## config.mk

```make
export PLATFORM = sky130hd
export DESIGN_NAME = dual_lut_dac_sel
export DESIGN_NICKNAME = d
export VERILOG_FILES = /design/src/rtl/lut_sel_pkg.sv /design/src/rtl/lut_row_mux.sv /design/src/rtl/lut_table.sv /design/src/rtl/dac_code_reg.sv /design/src/rtl/dual_lut_dac_sel.sv
export SDC_FILE = /design/constraint.sdc
export NUM_CORES = 1
export LEC_CHECK = 0
export ABC_AREA = 0
export BUFFER_PORTS_ARGS = -buffer_cell sky130_fd_sc_hd__buf_2
export CAP_MARGIN = 15
export CORE_MARGIN = 5
export CORE_UTILIZATION = 48
export CTS_CLUSTER_SIZE = 25
export DETAILED_ROUTE_END_ITERATION = 6
export PLACE_DENSITY = 0.73
export SETUP_SLACK_MARGIN = 0.02
export SLEW_MARGIN = 20
export SYNTH_ARGS = -nofsm -noshare
export SYNTH_HDL_FRONTEND = slang
export SYNTH_HIERARCHICAL = 1
export SYNTH_SLANG_ARGS = --single-unit
```

## constraint.sdc

```tcl
create_clock -name clk -period 7.4 [get_ports clk]
set_input_delay 1.11 -clock clk [delete_from_list [all_inputs] [get_ports clk]]
set_output_delay 1.11 -clock clk [all_outputs]
set_load 0.005 [all_outputs]
```

## src/rtl/lut_sel_pkg.sv

```systemverilog
`timescale 1ns/1ps
package lut_sel_pkg;

    localparam int ROW_W    = 6;
    localparam int CODE_W   = 8;
    localparam int ADC_W    = 8;
    localparam int NUM_CH   = 2;
    localparam int DEPTH    = 1 << ROW_W;
    localparam int CH_SEL_W = (NUM_CH > 1) ? $clog2(NUM_CH) : 1;

    typedef logic [ROW_W-1:0]    row_t;
    typedef logic [CODE_W-1:0]   code_t;
    typedef logic [ADC_W-1:0]    adc_t;
    typedef logic [CH_SEL_W-1:0] ch_sel_t;

    typedef enum logic {
        SRC_ADC    = 1'b0,
        SRC_DIRECT = 1'b1
    } row_src_e;

    typedef struct packed {
        row_src_e src;
        row_t     direct_row;
    } row_cfg_t;

    typedef struct packed {
        logic    en;
        ch_sel_t sel;
        row_t    row;
        code_t   data;
    } tbl_wr_t;

    function automatic row_t adc_to_row(input adc_t a);
        return a[ADC_W-1 -: ROW_W];
    endfunction

endpackage

```

## src/rtl/lut_row_mux.sv

```systemverilog
`timescale 1ns/1ps
module lut_row_mux
    import lut_sel_pkg::*;
(
    input  row_cfg_t cfg,
    input  adc_t     adc_code,
    output row_t     row
);

    always_comb begin
        unique case (cfg.src)
            SRC_DIRECT: row = cfg.direct_row;
            default:    row = adc_to_row(adc_code);
        endcase
    end

endmodule

```

## src/rtl/lut_table.sv

```systemverilog
`timescale 1ns/1ps
module lut_table
    import lut_sel_pkg::*;
#(
    parameter int TBL_ID = 0
) (
    input  logic    clk,
    input  tbl_wr_t wr,
    input  row_t    rd_row,
    output code_t   rd_data
);

    code_t mem [DEPTH];
    logic  we_here;
    logic  hit;

    assign we_here = wr.en && (wr.sel == ch_sel_t'(TBL_ID));
    assign hit     = we_here && (wr.row == rd_row);

    always_ff @(posedge clk) begin
        if (we_here) begin
            mem[wr.row] <= wr.data;
        end
    end

    // Forward a write that targets the row being read this cycle.
    assign rd_data = hit ? wr.data : mem[rd_row];

endmodule

```

## src/rtl/dac_code_reg.sv

```systemverilog
`timescale 1ns/1ps
module dac_code_reg
    import lut_sel_pkg::*;
(
    input  logic  clk,
    input  logic  rst,
    input  logic  pwr_ready,
    input  code_t d,
    output code_t q
);

    always_ff @(posedge clk) begin
        if (rst || !pwr_ready) begin
            q <= '0;
        end else begin
            q <= d;
        end
    end

endmodule

```

## src/rtl/dual_lut_dac_sel.sv

```systemverilog
`timescale 1ns/1ps
module dual_lut_dac_sel
    import lut_sel_pkg::*;
(
    input  logic       clk,
    input  logic       rst,
    input  logic       pwr_ready,
    input  logic [7:0] adc_code,
    input  logic [1:0] dir_en,
    input  logic [5:0] dir_row0,
    input  logic [5:0] dir_row1,
    input  logic       tbl_we,
    input  logic       tbl_sel,
    input  logic [5:0] tbl_row,
    input  logic [7:0] tbl_wdata,
    output logic [7:0] dac_code0,
    output logic [7:0] dac_code1
);

    row_cfg_t cfg     [NUM_CH];
    row_t     row_sel [NUM_CH];
    code_t    rd_byte [NUM_CH];
    code_t    code_q  [NUM_CH];
    tbl_wr_t  wr;

    assign wr.en   = tbl_we;
    assign wr.sel  = ch_sel_t'(tbl_sel);
    assign wr.row  = tbl_row;
    assign wr.data = tbl_wdata;

    assign cfg[0].src        = row_src_e'(dir_en[0]);
    assign cfg[0].direct_row = dir_row0;
    assign cfg[1].src        = row_src_e'(dir_en[1]);
    assign cfg[1].direct_row = dir_row1;

    for (genvar ch = 0; ch < NUM_CH; ch++) begin : gen_ch
        lut_row_mux u_mux (
            .cfg      (cfg[ch]),
            .adc_code (adc_code),
            .row      (row_sel[ch])
        );

        lut_table #(.TBL_ID(ch)) u_tbl (
            .clk     (clk),
            .wr      (wr),
            .rd_row  (row_sel[ch]),
            .rd_data (rd_byte[ch])
        );

        dac_code_reg u_out (
            .clk       (clk),
            .rst       (rst),
            .pwr_ready (pwr_ready),
            .d         (rd_byte[ch]),
            .q         (code_q[ch])
        );
    end

    assign dac_code0 = code_q[0];
    assign dac_code1 = code_q[1];

endmodule

```

Word level (Yosys, flattened, before mapping). Memories as Yosys holds them, arrays and structs flattened. A register that Yosys moved wholly into a read port is not among the register bits. Cells that the tools add are included.

Register bits: 0. Bits in writable memories: 1024. Input bits: 41. Output and inout port bits: 16. Logic and storage cells: 13. Memories: 2.

Multiplexer cells: 6. Bitwise logic cells: 1. Reductions and logical operators: 4.

Memories: gen_ch[0].u_tbl.mem (depth 64, bits a word 8, rd ports 1, clocked after Yosys merged registers in 1, wr ports 1, line lut_table.sv:13) `code_t mem [DEPTH];`; gen_ch[1].u_tbl.mem (depth 64, bits a word 8, rd ports 1, clocked after Yosys merged registers in 1, wr ports 1, line lut_table.sv:13).

Operators by type and width (count): 6-bit 2-to-1 mux (2); 1-bit 2-to-1 mux (4); 1-bit logical AND (2); 1-bit logical NOT (1); 1-bit logical OR (1); 1-bit inverter (1).

Depth between registers and ports, before layout.
Depth after elaboration: 4. Mapped depth: 13. Gate-level depth less buffers: 8.

Cells and area by module. Netlist, hierarchy kept.

By module, submodules not included: lut_table (gen_ch[1].u_tbl) (times used 1, cells an instance 1055, area an instance 20414.6 µm², seq. area each 15374.7 µm²); lut_table (gen_ch[0].u_tbl) (times used 1, cells an instance 1075, area an instance 20333.3 µm², seq. area each 15374.7 µm²); dac_code_reg (times used 2, cells an instance 16, area an instance 230.2 µm², seq. area each 160.2 µm²); lut_row_mux (times used 2, cells an instance 7, area an instance 101.3 µm², seq. area each 0.0 µm²).

Worst setup path after synthesis. No wires, ideal clock.

Path kind: input -> register. Start: input dir_en[1]. End: register gen_ch[1].u_out.q[6] (read register of gen_ch[1].u_tbl.mem). Setup time: 116 ps. Arrival: 3203 ps. Data required time: 7284 ps. Path slack: 4081 ps. Stages on the path: 13. Buffers on the path: 6. Path through: buf_6 mux2_4 buf_6 buf_8 buf_6 buf_4 buf_4 mux4_2 a31oi_1 o21ai_0 o2111ai_1 nand3_1 and3b_1.

RTL lines: start, declared (line dual_lut_dac_sel.sv:9) `input logic [1:0] dir_en,`; end, declared (line dac_code_reg.sv:9) `output code_t q`.

==> summary.md <==
| Metric | Value |
|---|---|
| Status | `complete, no violations` |
| Port buffer count | `54` |
| Arrival time worst endpoint | `4.92 ns` |
| Starting Density | `0.485` |
| Num CTS Buffers | `93` |
| Slowest stage cell, crit path | `o41ai_1` |
| Seq cells post-synth | `1040` |
| Hold-fix buffers, CTS | `0` |
| Top layer used by detailed routing | `met5` |
| DRT Pass-1 Iters | `5` |
| Slew HR | `0.212` |
| Vias in the first global route | `20973` |
| Share of cells above drive strength 1 | `0.193` |
| Root buf cell | `clkbuf_16` |
| Max Cap Viol | `0` |
| Met2 routed WL | `42700 um` |
| Critical Path RT | `7.93 ns` |
| CORE AREA | `0.0854 sq mm` |
| Hold slack | `0.892 ns` |
| Crit. End Element | `register` |
| Peak supply drop | `0.218 mV` |
| Setup Fix Bufs, Post-CTS | `0` |
| Mean post-synth cell area | `19.0 sq um` |
| Final RePlAce weighted congestion | `0.881` |
| Initial DRC Count | `2518` |
| Hold Violations, Final | `0` |
| DIE HEIGHT | `304 um` |
| Crit path largest cell delay | `1.08 ns` |
| CP Class | `input port to register` |
| Total Power | `12.0 mW` |
| Number of I/O pins | `57` |
| Cell type with the highest aggregate area in the netlist | `edfxtp_1` |
| Synth top area share | `0.743` |
| Die W | `304 um` |
| Seq. cell area | `0.0311 sq mm` |
| Hold depth | `1` |
| Max FO, Critical Path | `80` |
| Crit path cell chain | `buf_2 > mux2_8 > buf_4 > mux2_2 > o22ai_1 > a211oi_1 > o41ai_1 > a31oi_1 > and3b_1` |
| Area contributors post-synth | `edfxtp_1 74%, mux4_2 7.6%, mux2i_1 4.9%, mux2_2 2.1%, nor2_1 1.3%` |
| PwrDens | `263 mW/mm^2` |
| Clk_lat worst skew | `0.63 ns` |
| Multi-input gate area | `0.00960 sq mm` |
| DR vias | `20880` |
| Top_reg_cell synth | `edfxtp_1` |
| R2R Setup Slk | `4.75 ns` |
| Mapped Area | `0.0414 sq mm` |
| Setup tns final | `0 ns` |
| Worst hold start | `tbl_wdata[6]` |
| Fin crit share | `0.594` |
| Minimum clock period | `4.39 ns` |
| Clk sinks | `1040` |
| Hold crit path type | `input port to register` |
| Wire length per cell | `26.6 um` |
| Ys Warns | `6` |
| Leakage | `14.6 nW` |
| Largest net degree at the start of global routing | `103` |
| Vias per std cell | `6.06` |
| Post-synthesis cell count | `2176` |
| Crit path launch type | `input port` |
| Grt ovf | `0` |
| Asr flop ratio synth | `0` |
| Fmax | `228 MHz` |
| RR Endpoint | `gen_ch[1].u_out/q[7]` |
| Die area | `0.0922 sq mm` |
| Initial antenna violation count | `9` |
| First-pass GRT wire length | `136000 um` |
| Syn_nets | `2217` |
| TritonCTS clock tree | `yes` |
| Reg2Reg Depth | `6` |
| DRC violations left | `0` |
| Synth cell types | `55` |
| Fillers | `6505` |
| Launching point of the worst reg2reg path | `gen_ch[1].u_tbl/mem[23][7]` |
| WHS Endpoint | `gen_ch[0].u_tbl/mem[4][6]` |
| Clock Tree Buf Depth | `3` |
| Post-layout util | `0.533` |
| Final nets | `2260` |
| Syn-to-layout area delta | `9.96%` |
| Register area share after synthesis | `0.750` |
| All-layer global routing usage | `0.193` |
| Clk_skew | `0.0106 ns` |
| RSZ-0062 raised after global routing | `no` |
| Met1 WL | `37300 um` |
| Hpwl dp | `56000 um` |
| Std-Cell Rows | `107` |
| # resized after CTS | `0` |
| Actual slew at the worst max-slew pin | `1.17 ns` |
| Final Slew Violations | `0` |
| Post-Route WL | `91600 um` |
| Post-synth EDFFs | `1024` |
| Antenna-violating nets left | `0` |
| Clk pin slew, worst setup/hold paths | `0.07 ns` |
| Setup violators final | `0` |
| CTS H-tree depth | `3` |
| Routed wl met3 | `9240 um` |
-- power by group --
group | internal, mW | total, mW | switching, mW
Clock | 2.61 | 4.65 | 2.04
Combinational | 0.297 | 0.812 | 0.515
Sequential | 6.50 | 6.50 | 0.00885
Total | 9.40 | 12.0 | 2.56
-- worst max-delay path by stage --
stage	startpoint	to	slack, ns	cells after the start
3_3_place_gp	dir_en[1]	gen_ch[1].u_out/q[1]	2.70	9
4_1_cts	dir_en[1]	gen_ch[1].u_out/q[7]	3.28	9
6_report	dir_en[1]	gen_ch[1].u_out/q[7]	3.01	9
3_5_place_dp	dir_en[1]	gen_ch[1].u_out/q[7]	2.60	9
2_1_floorplan	dir_en[1]	gen_ch[1].u_out/q[6]	4.08	13
5_1_grt	dir_en[1]	gen_ch[1].u_out/q[7]	2.91	9
-- routing by layer --
layer,vias up,GRT usage
met3,168,0.0397
met1,10697,0.282
met2,1104,0.300
met4,4,0.0556
met5,-,0
li1,8907,-
-- cell usage after synthesis, types with 21 or more instances --
| master | instances |
|---|---|
| edfxtp_1 | 1024 |
| mux2i_1 | 201 |
| nor2_1 | 148 |
| mux4_2 | 140 |
| mux2_2 | 76 |
| nand2_1 | 58 |
| a22oi_1 | 52 |
| clkbuf_1 | 49 |
| a211oi_1 | 37 |
| nand3_1 | 31 |
| nor2b_1 | 30 |
| a21oi_1 | 26 |
| buf_2 | 26 |
| buf_4 | 24 |
| o22ai_1 | 23 |
| buf_6 | 21 |
-- sequential cells by signal, indices dropped and copies added, names as in the netlist --
signal,count
gen_ch.u_tbl/mem,1024
gen_ch.u_out/q,16
-- cells in the final DEF, fill, tap and decap left out, types with 12 or more instances in the layout --
cell	n
a2111oi_0	12
a211oi_1	37
a21oi_1	26
a22oi_1	52
a31oi_1	14
and3b_1	18
buf_2	46
buf_4	27
clkbuf_1	22
clkbuf_16	95
clkinv_1	26
clkinv_2	15
dfxtp_1	16
edfxtp_1	1024
mux2_2	76
mux2i_1	201
mux4_2	140
nand2_1	58
nand3_1	31
nand4_1	12
nor2_1	148
nor2b_1	27
o211ai_1	17
o21ai_0	14
o22ai_1	23
-- worst max-delay path, delay by kind of cell --
kind                   cells  cell delay (ns)
buffers and inverters      2             0.76
AND/OR/NAND/NOR            1             0.25
AO/OA/AOI/OAI              4             1.58
multiplexers               2             1.06
-- cell type report --
type                            count  share of cell area
Sequential cell                  1040               0.682
Clock buffer                      121              0.0552
Inverter                            7            0.000577
Tap cell                         1144              0.0314
Clock inverter                     52             0.00912
Timing Repair Buffer               75              0.0104
Multi-Input combinational cell   1002               0.211
Antenna cell                        3            0.000165
-- stage by stage --
| stage | setup WS (ns) | std cells | area [sq um] |
|---|---|---|---|
| floorplan | 4.08 | 2176 | 41400 |
| global placement | 2.70 | 3268 | 42600 |
| detailed placement | 2.60 | 3268 | 42600 |
| CTS | 3.28 | 3441 | 45500 |
| global route | 2.91 | 3441 | 45500 |
| finish | 3.01 | 3444 | 45500 |
-- logic make-up (layout without fill, tap and decap cells) --
logic type / Yosys count / after routing / share of synthesized area
DFF: 1040 / 1040 / 0.750
AOI/OAI and AO/OA: 221 / 221 / 0.0374
and+or+nand+nor: 337 / 337 / 0.0389
muxes: 432 / 432 / 0.152
other: 0 / 3 / 0
xor gates and xnor gates: 12 / 12 / 0.00254
buffers and inverters: 134 / 255 / 0.0192
(Power assumes the default switching activity.)
